File: config.mk
export PLATFORM = sky130hd
export DESIGN_NAME = ovs_byte_rx
export DESIGN_NICKNAME = d
export VERILOG_FILES = /design/src/rtl/ovs_rx_pkg.sv /design/src/rtl/ovs_rx_sync.sv /design/src/rtl/ovs_rx_frame.sv /design/src/rtl/ovs_rx_hold.sv /design/src/rtl/ovs_byte_rx.sv
export SDC_FILE = /design/constraint.sdc
export NUM_CORES = 1
export LEC_CHECK = 0
export BUFFER_PORTS_ARGS = -buffer_cell sky130_fd_sc_hd__clkbuf_2
export CAP_MARGIN = 10
export CORE_ASPECT_RATIO = 0.75
export CORE_MARGIN = 2
export CORE_UTILIZATION = 45
export DETAILED_ROUTE_END_ITERATION = 7
export GPL_ROUTABILITY_DRIVEN = 0
export SLEW_MARGIN = 0
export SYNTH_ARGS = -nofsm -noshare
export SYNTH_HDL_FRONTEND = slang
export SYNTH_SLANG_ARGS = --single-unit
File: constraint.sdc
create_clock -name clk -period 2.15 [get_ports clk]
set_input_delay 0.43 -clock clk [delete_from_list [all_inputs] [get_ports clk]]
set_output_delay 0.43 -clock clk [all_outputs]
set_load 0.01 [all_outputs]
File: src/rtl/ovs_rx_pkg.sv
package ovs_rx_pkg;
  localparam int DATA_BITS_DEF  = 8;
  localparam int OVERSAMPLE_DEF = 4;
  localparam int SAMPLE_PH_DEF  = 1;
  localparam int SYNC_DEPTH_DEF = 2;

  typedef enum logic {
    RX_IDLE = 1'b0,
    RX_BUSY = 1'b1
  } rx_state_e;
endpackage

File: src/rtl/ovs_rx_sync.sv
module ovs_rx_sync #(
  parameter int STAGES = 2
) (
  input  logic clk,
  input  logic rst_n,
  input  logic async_in,
  output logic sync_out
);
  // Every stage resets to the idle (high) level of the line.
  logic [STAGES-1:0] chain_q;

  generate
    for (genvar g = 0; g < STAGES; g++) begin : g_stage
      if (g == 0) begin : g_first
        always_ff @(posedge clk or negedge rst_n) begin
          if (!rst_n) chain_q[0] <= 1'b1;
          else        chain_q[0] <= async_in;
        end
      end else begin : g_next
        always_ff @(posedge clk or negedge rst_n) begin
          if (!rst_n) chain_q[g] <= 1'b1;
          else        chain_q[g] <= chain_q[g-1];
        end
      end
    end
  endgenerate

  assign sync_out = chain_q[STAGES-1];
endmodule

File: src/rtl/ovs_rx_frame.sv
module ovs_rx_frame
  import ovs_rx_pkg::*;
#(
  parameter int DATA_BITS  = DATA_BITS_DEF,
  parameter int OVERSAMPLE = OVERSAMPLE_DEF,
  parameter int SAMPLE_PH  = SAMPLE_PH_DEF
) (
  input  logic                 clk,
  input  logic                 rst_n,
  input  logic                 line_s,
  output logic                 frame_done,
  output logic [DATA_BITS-1:0] frame_byte
);
  localparam int CYC_W = $clog2(OVERSAMPLE);
  localparam int BIT_W = $clog2(DATA_BITS + 2);
  localparam logic [CYC_W-1:0] CYC_LAST  = CYC_W'(OVERSAMPLE - 1);
  localparam logic [CYC_W-1:0] SAMPLE_AT = CYC_W'(SAMPLE_PH);
  localparam logic [BIT_W-1:0] STOP_IDX  = BIT_W'(DATA_BITS + 1);

  rx_state_e            state_q;
  logic [CYC_W-1:0]     phase_q;
  logic [BIT_W-1:0]     slot_q;
  logic [DATA_BITS-1:0] shift_q;

  logic sample_now, start_glitch, frame_end;

  assign sample_now   = (state_q == RX_BUSY) && (phase_q == SAMPLE_AT);
  assign start_glitch = sample_now && (slot_q == '0) && line_s;
  assign frame_end    = (state_q == RX_BUSY) && (slot_q == STOP_IDX);

  // Frame control: idle -> busy on a low line, busy -> idle at the stop
  // slot or on a start bit that reads high at its sample point.
  always_ff @(posedge clk or negedge rst_n) begin
    if (!rst_n) begin
      state_q <= RX_IDLE;
      phase_q <= '0;
      slot_q  <= '0;
    end else if (state_q == RX_IDLE) begin
      if (!line_s) begin
        state_q <= RX_BUSY;
        phase_q <= '0;
        slot_q  <= '0;
      end
    end else if (frame_end || start_glitch) begin
      state_q <= RX_IDLE;
    end else begin
      phase_q <= (phase_q == CYC_LAST) ? '0 : phase_q + 1'b1;
      if (phase_q == CYC_LAST) slot_q <= slot_q + 1'b1;
    end
  end

  // Bits enter at the low end; the first data bit ends at the top.
  always_ff @(posedge clk or negedge rst_n) begin
    if (!rst_n)          shift_q <= '0;
    else if (sample_now) shift_q <= {shift_q[DATA_BITS-2:0], line_s};
  end

  assign frame_done = frame_end;
  assign frame_byte = shift_q;

  // the slot counter never passes the stop slot
  p_slot_bound_r2: assert property (@(posedge clk) disable iff (!rst_n)
    slot_q <= STOP_IDX);

  // completion is a single-cycle event followed by idle
  p_done_pulse_r3: assert property (@(posedge clk) disable iff (!rst_n)
    frame_done |=> (!frame_done && state_q == RX_IDLE));

  // reception only starts from a line sampled low
  p_start_on_low_r4: assert property (@(posedge clk) disable iff (!rst_n)
    (state_q == RX_IDLE && line_s) |=> state_q == RX_IDLE);
endmodule

File: src/rtl/ovs_rx_hold.sv
module ovs_rx_hold #(
  parameter int DATA_BITS = 8
) (
  input  logic                 clk,
  input  logic                 rst_n,
  input  logic                 frame_done,
  input  logic [DATA_BITS-1:0] frame_byte,
  input  logic                 ack,
  output logic                 valid,
  output logic [DATA_BITS-1:0] data
);
  logic accept;
  assign accept = frame_done && !valid && !ack;

  always_ff @(posedge clk or negedge rst_n) begin
    if (!rst_n) begin
      valid <= 1'b0;
      data  <= '0;
    end else if (accept) begin
      valid <= 1'b1;
      data  <= frame_byte;
    end else if (valid && ack) begin
      valid <= 1'b0;
    end
  end

  // offer persists unchanged until acknowledged
  p_hold_until_ack_r5: assert property (@(posedge clk) disable iff (!rst_n)
    (valid && !ack) |=> (valid && $stable(data)));

  // acknowledge withdraws the offer on the next edge
  p_ack_clears_r5: assert property (@(posedge clk) disable iff (!rst_n)
    (valid && ack) |=> !valid);

  // no load while either handshake line is high
  p_no_overwrite_r6: assert property (@(posedge clk) disable iff (!rst_n)
    (valid || ack) |=> $stable(data));

  // a new offer only follows a completed frame
  p_rise_from_frame_r3: assert property (@(posedge clk) disable iff (!rst_n)
    $rose(valid) |-> $past(frame_done));
endmodule

File: src/rtl/ovs_byte_rx.sv
module ovs_byte_rx
  import ovs_rx_pkg::*;
#(
  parameter int DATA_BITS  = DATA_BITS_DEF,
  parameter int OVERSAMPLE = OVERSAMPLE_DEF,
  parameter int SAMPLE_PH  = SAMPLE_PH_DEF,
  parameter int SYNC_DEPTH = SYNC_DEPTH_DEF
) (
  input  logic                 clk,
  input  logic                 rst_n,
  input  logic                 rx_line,
  output logic [DATA_BITS-1:0] byte_data,
  output logic                 byte_valid,
  input  logic                 byte_ack
);
  logic                 line_s;
  logic                 done_w;
  logic [DATA_BITS-1:0] byte_w;

  ovs_rx_sync #(.STAGES(SYNC_DEPTH)) u_sync (
    .clk      (clk),
    .rst_n    (rst_n),
    .async_in (rx_line),
    .sync_out (line_s)
  );

  ovs_rx_frame #(
    .DATA_BITS  (DATA_BITS),
    .OVERSAMPLE (OVERSAMPLE),
    .SAMPLE_PH  (SAMPLE_PH)
  ) u_frame (
    .clk        (clk),
    .rst_n      (rst_n),
    .line_s     (line_s),
    .frame_done (done_w),
    .frame_byte (byte_w)
  );

  ovs_rx_hold #(.DATA_BITS(DATA_BITS)) u_hold (
    .clk        (clk),
    .rst_n      (rst_n),
    .frame_done (done_w),
    .frame_byte (byte_w),
    .ack        (byte_ack),
    .valid      (byte_valid),
    .data       (byte_data)
  );
endmodule

==> results.toml <==
[final_layout]
stdcell_area_mm2 = 0.00129
final_core_util_pct = 54.4
fin_nets = 111
drive_above_1_share_pct = 35.6
antennaDiodeCount = 0
final_cell_mix = "dfrtp_1 (24), clkbuf_2 (12), mux2_4 (8)"
final_common_cell = "dfrtp_1"
nFillCells = 211
instances_no_fill = 135
syn2layout_area_growth_pct = 11.5

[power]
p_per_area_mw_per_mm2 = 1100
vdd_drop_max_uv = 633
cellLeakagePower_nw = 0.648

[cts]
post_cts_buffers = 0
cts.sinks = 26
clkTransAtPathRegs_ns = 0.14
cts_made_buffers = 3
worstSkewPairLatency_ns = 0.32
htreeDepth = 1
cts_tree = "done"
cts_root_buffer = "clkbuf_4"
ctsLongestPathBuffers = 2
cts_hold_buf = 0
cts_resized = 0

[yosys]
ys_types = 23
synth_cells = 86
synth_area_leader_cell = "dfrtp_1"
ys_seq_elements = 26
synthTopCellsByArea = "dfrtp_1 (52%), mux2_4 (10%), mux2_2 (6.8%)"
synth_top_area_share_pct = 52.1
syn_area_per_cell_um2 = 13.4
syn_area_mm2 = 0.00115
syn_nets = 95
seq_area_frac_synth_pct = 56.6
synth_warnings = 0

[route]
wl_per_cell_um = 12.6
ant_nets = 0
drt_iter0_drc = 22
viasPerCell = 4.90
vias = 661
drt_wl_total_um = 1710
drc_errors = 0
drtPass1Iterations = 4

[critical_path]
timing.rr.end = "u_hold.data[3]$_DFFE_PN0P_"
critPathMaxFanout = 8
crit_arrival_ns = 2.07
crit_slowest_cell = "or3_1"
path_cells = "inv_1, ha_1, nand4b_4, or3_1, mux2_4"
crit_type = "reg2reg"
rr_startpoint = "u_frame.slot_q[1]$_DFFE_PN0P_"
cp.required_ns = 2.36
critPathCaptureType = "register"
r2r_slack_ns = 0.29
worst_setup_path_start_kind = "register"
r2r_cells = 5
critPathMaxStageDelay_ns = 0.55

[die]
dieWidth_um = 62.5
fp.dieH_um = 47.9
io_pins = 13
start_util_pct = 48.8
rows = 15
fp.dieArea_mm2 = 0.00299
core_mm2 = 0.00236

[timing]
finalCritPeriodShare_pct = 86.3
slew_headroom_pct = 58.8
timing.hold.ws_ns = 0.0958
fin_crit_ns = 1.86
fmaxAchievable_mhz = 539
setup_tns_ns = 0
tightest_slew_ns = 0.618
maxSlewViolCount = 0
rsz0062_at_grt = "no"
skew_ns = 0.00552
final_hold_viol_count = 0
finalSetupViolCount = 0

[placement]
port_buffers = 12
placedCellCount = 131
dp_hpwl_um = 1250
post_dp_cell_area_mm2 = 0.00125

[grt]
antenna_found_initial = 0
grt_util_all_layers_pct = 12.7
grt_max_degree = 27
grt_pass1_wl_um = 2730
grt_pass1_vias = 561
grt-ovfl-total = 0

[worst_hold_path]
hold_path_class = "in2async"

[job]
cap_violations = 0

[status]
status = "completed"
==> kinds of logic after synthesis <==
group / synth area share [%]
compound gates: 5.64
buf+inv: 4.12
flops: 56.6
fa+ha+maj: 5.42
simple gates: 10.2
xor+xnor: 0.759
mux: 17.2
==> layer usage <==
layer,track usage [%],up-vias,part of all wire (%)
met1,18.0,316,54
met3,4.94,2,5.7
li1,-,327,-
met4,5.33,0,1.1
met2,17.4,16,39
met5,0,-,0
==> through the flow <==
step | power [mW] | setup WS [ns]
global route | 1.53 | 0.222
detailed placement | 1.19 | 0.310
floorplan | 1.07 | 0.522
CTS | 1.44 | 0.295
finish | 1.41 | 0.295
global placement | 1.18 | 0.358
==> where the power goes <==
group | internal [mW] | switching [mW]
sequential | 0.623 | 0.107
clock | 0.103 | 0.140
combinational | 0.228 | 0.213
==> layout make-up <==
type / count / area [µm²] / area share, %
multi-input combinational: 50 / 453 / 35.2
timing repair buffer: 14 / 75.1 / 5.84
clock buffer: 4 / 36.3 / 2.82
inverter: 7 / 26.3 / 2.04
sequential: 26 / 653 / 50.8
tap: 34 / 42.5 / 3.31
==> sequential cells by signal (all words and copies together) (netlist names) <==
register	flops
u_frame.frame_byte	8
u_frame.phase_q	2
u_frame.slot_q	4
u_frame.state_q	1
u_hold.data	8
u_hold.valid	1
u_sync.chain_q	1
u_sync.sync_out	1
==> cell usage after synthesis <==
cell type and count:
a21oi_1 1, a22o_1 1, buf_2 2, buf_6 1, dfrtp_1 24, dfstp_2 2, ha_1 5, inv_1 7
mux2_2 7, mux2_4 8, nand2_1 7, nand2b_1 2, nand3_1 3, nand4_1 1, nand4b_4 1, nand4bb_1 1
nor2b_1 1, o21ai_0 7, o221ai_1 1, o31ai_1 1, or3_1 1, or4b_1 1, xnor2_1 1
==> worst max-delay path: cells and delay by family, from the launching register on <==
| family | cells | cell delay (ns) |
|---|---|---|
| simple gates | 2 | 0.67 |
| flops | 1 | 0.44 |
| mux | 1 | 0.37 |
| fa+ha+maj | 1 | 0.19 |
| buf+inv | 1 | 0.09 |
==> worst max path at each step <==
stage	startpoint	endpoint	slack [ns]	cells past startpoint
floorplan	u_frame.slot_q[1]$_DFFE_PN0P_	u_hold.data[0]$_DFFE_PN0P_	0.52	6
global placement	u_frame.slot_q[1]$_DFFE_PN0P_	u_hold.data[1]$_DFFE_PN0P_	0.36	5
detailed placement	u_frame.slot_q[1]$_DFFE_PN0P_	u_hold.data[2]$_DFFE_PN0P_	0.31	5
CTS	u_frame.slot_q[1]$_DFFE_PN0P_	u_hold.data[0]$_DFFE_PN0P_	0.30	5
global route	u_frame.slot_q[1]$_DFFE_PN0P_	u_hold.data[3]$_DFFE_PN0P_	0.22	5
finish	u_frame.slot_q[1]$_DFFE_PN0P_	u_hold.data[3]$_DFFE_PN0P_	0.29	5
No activity file was read; power rests on OpenSTA's default activity.
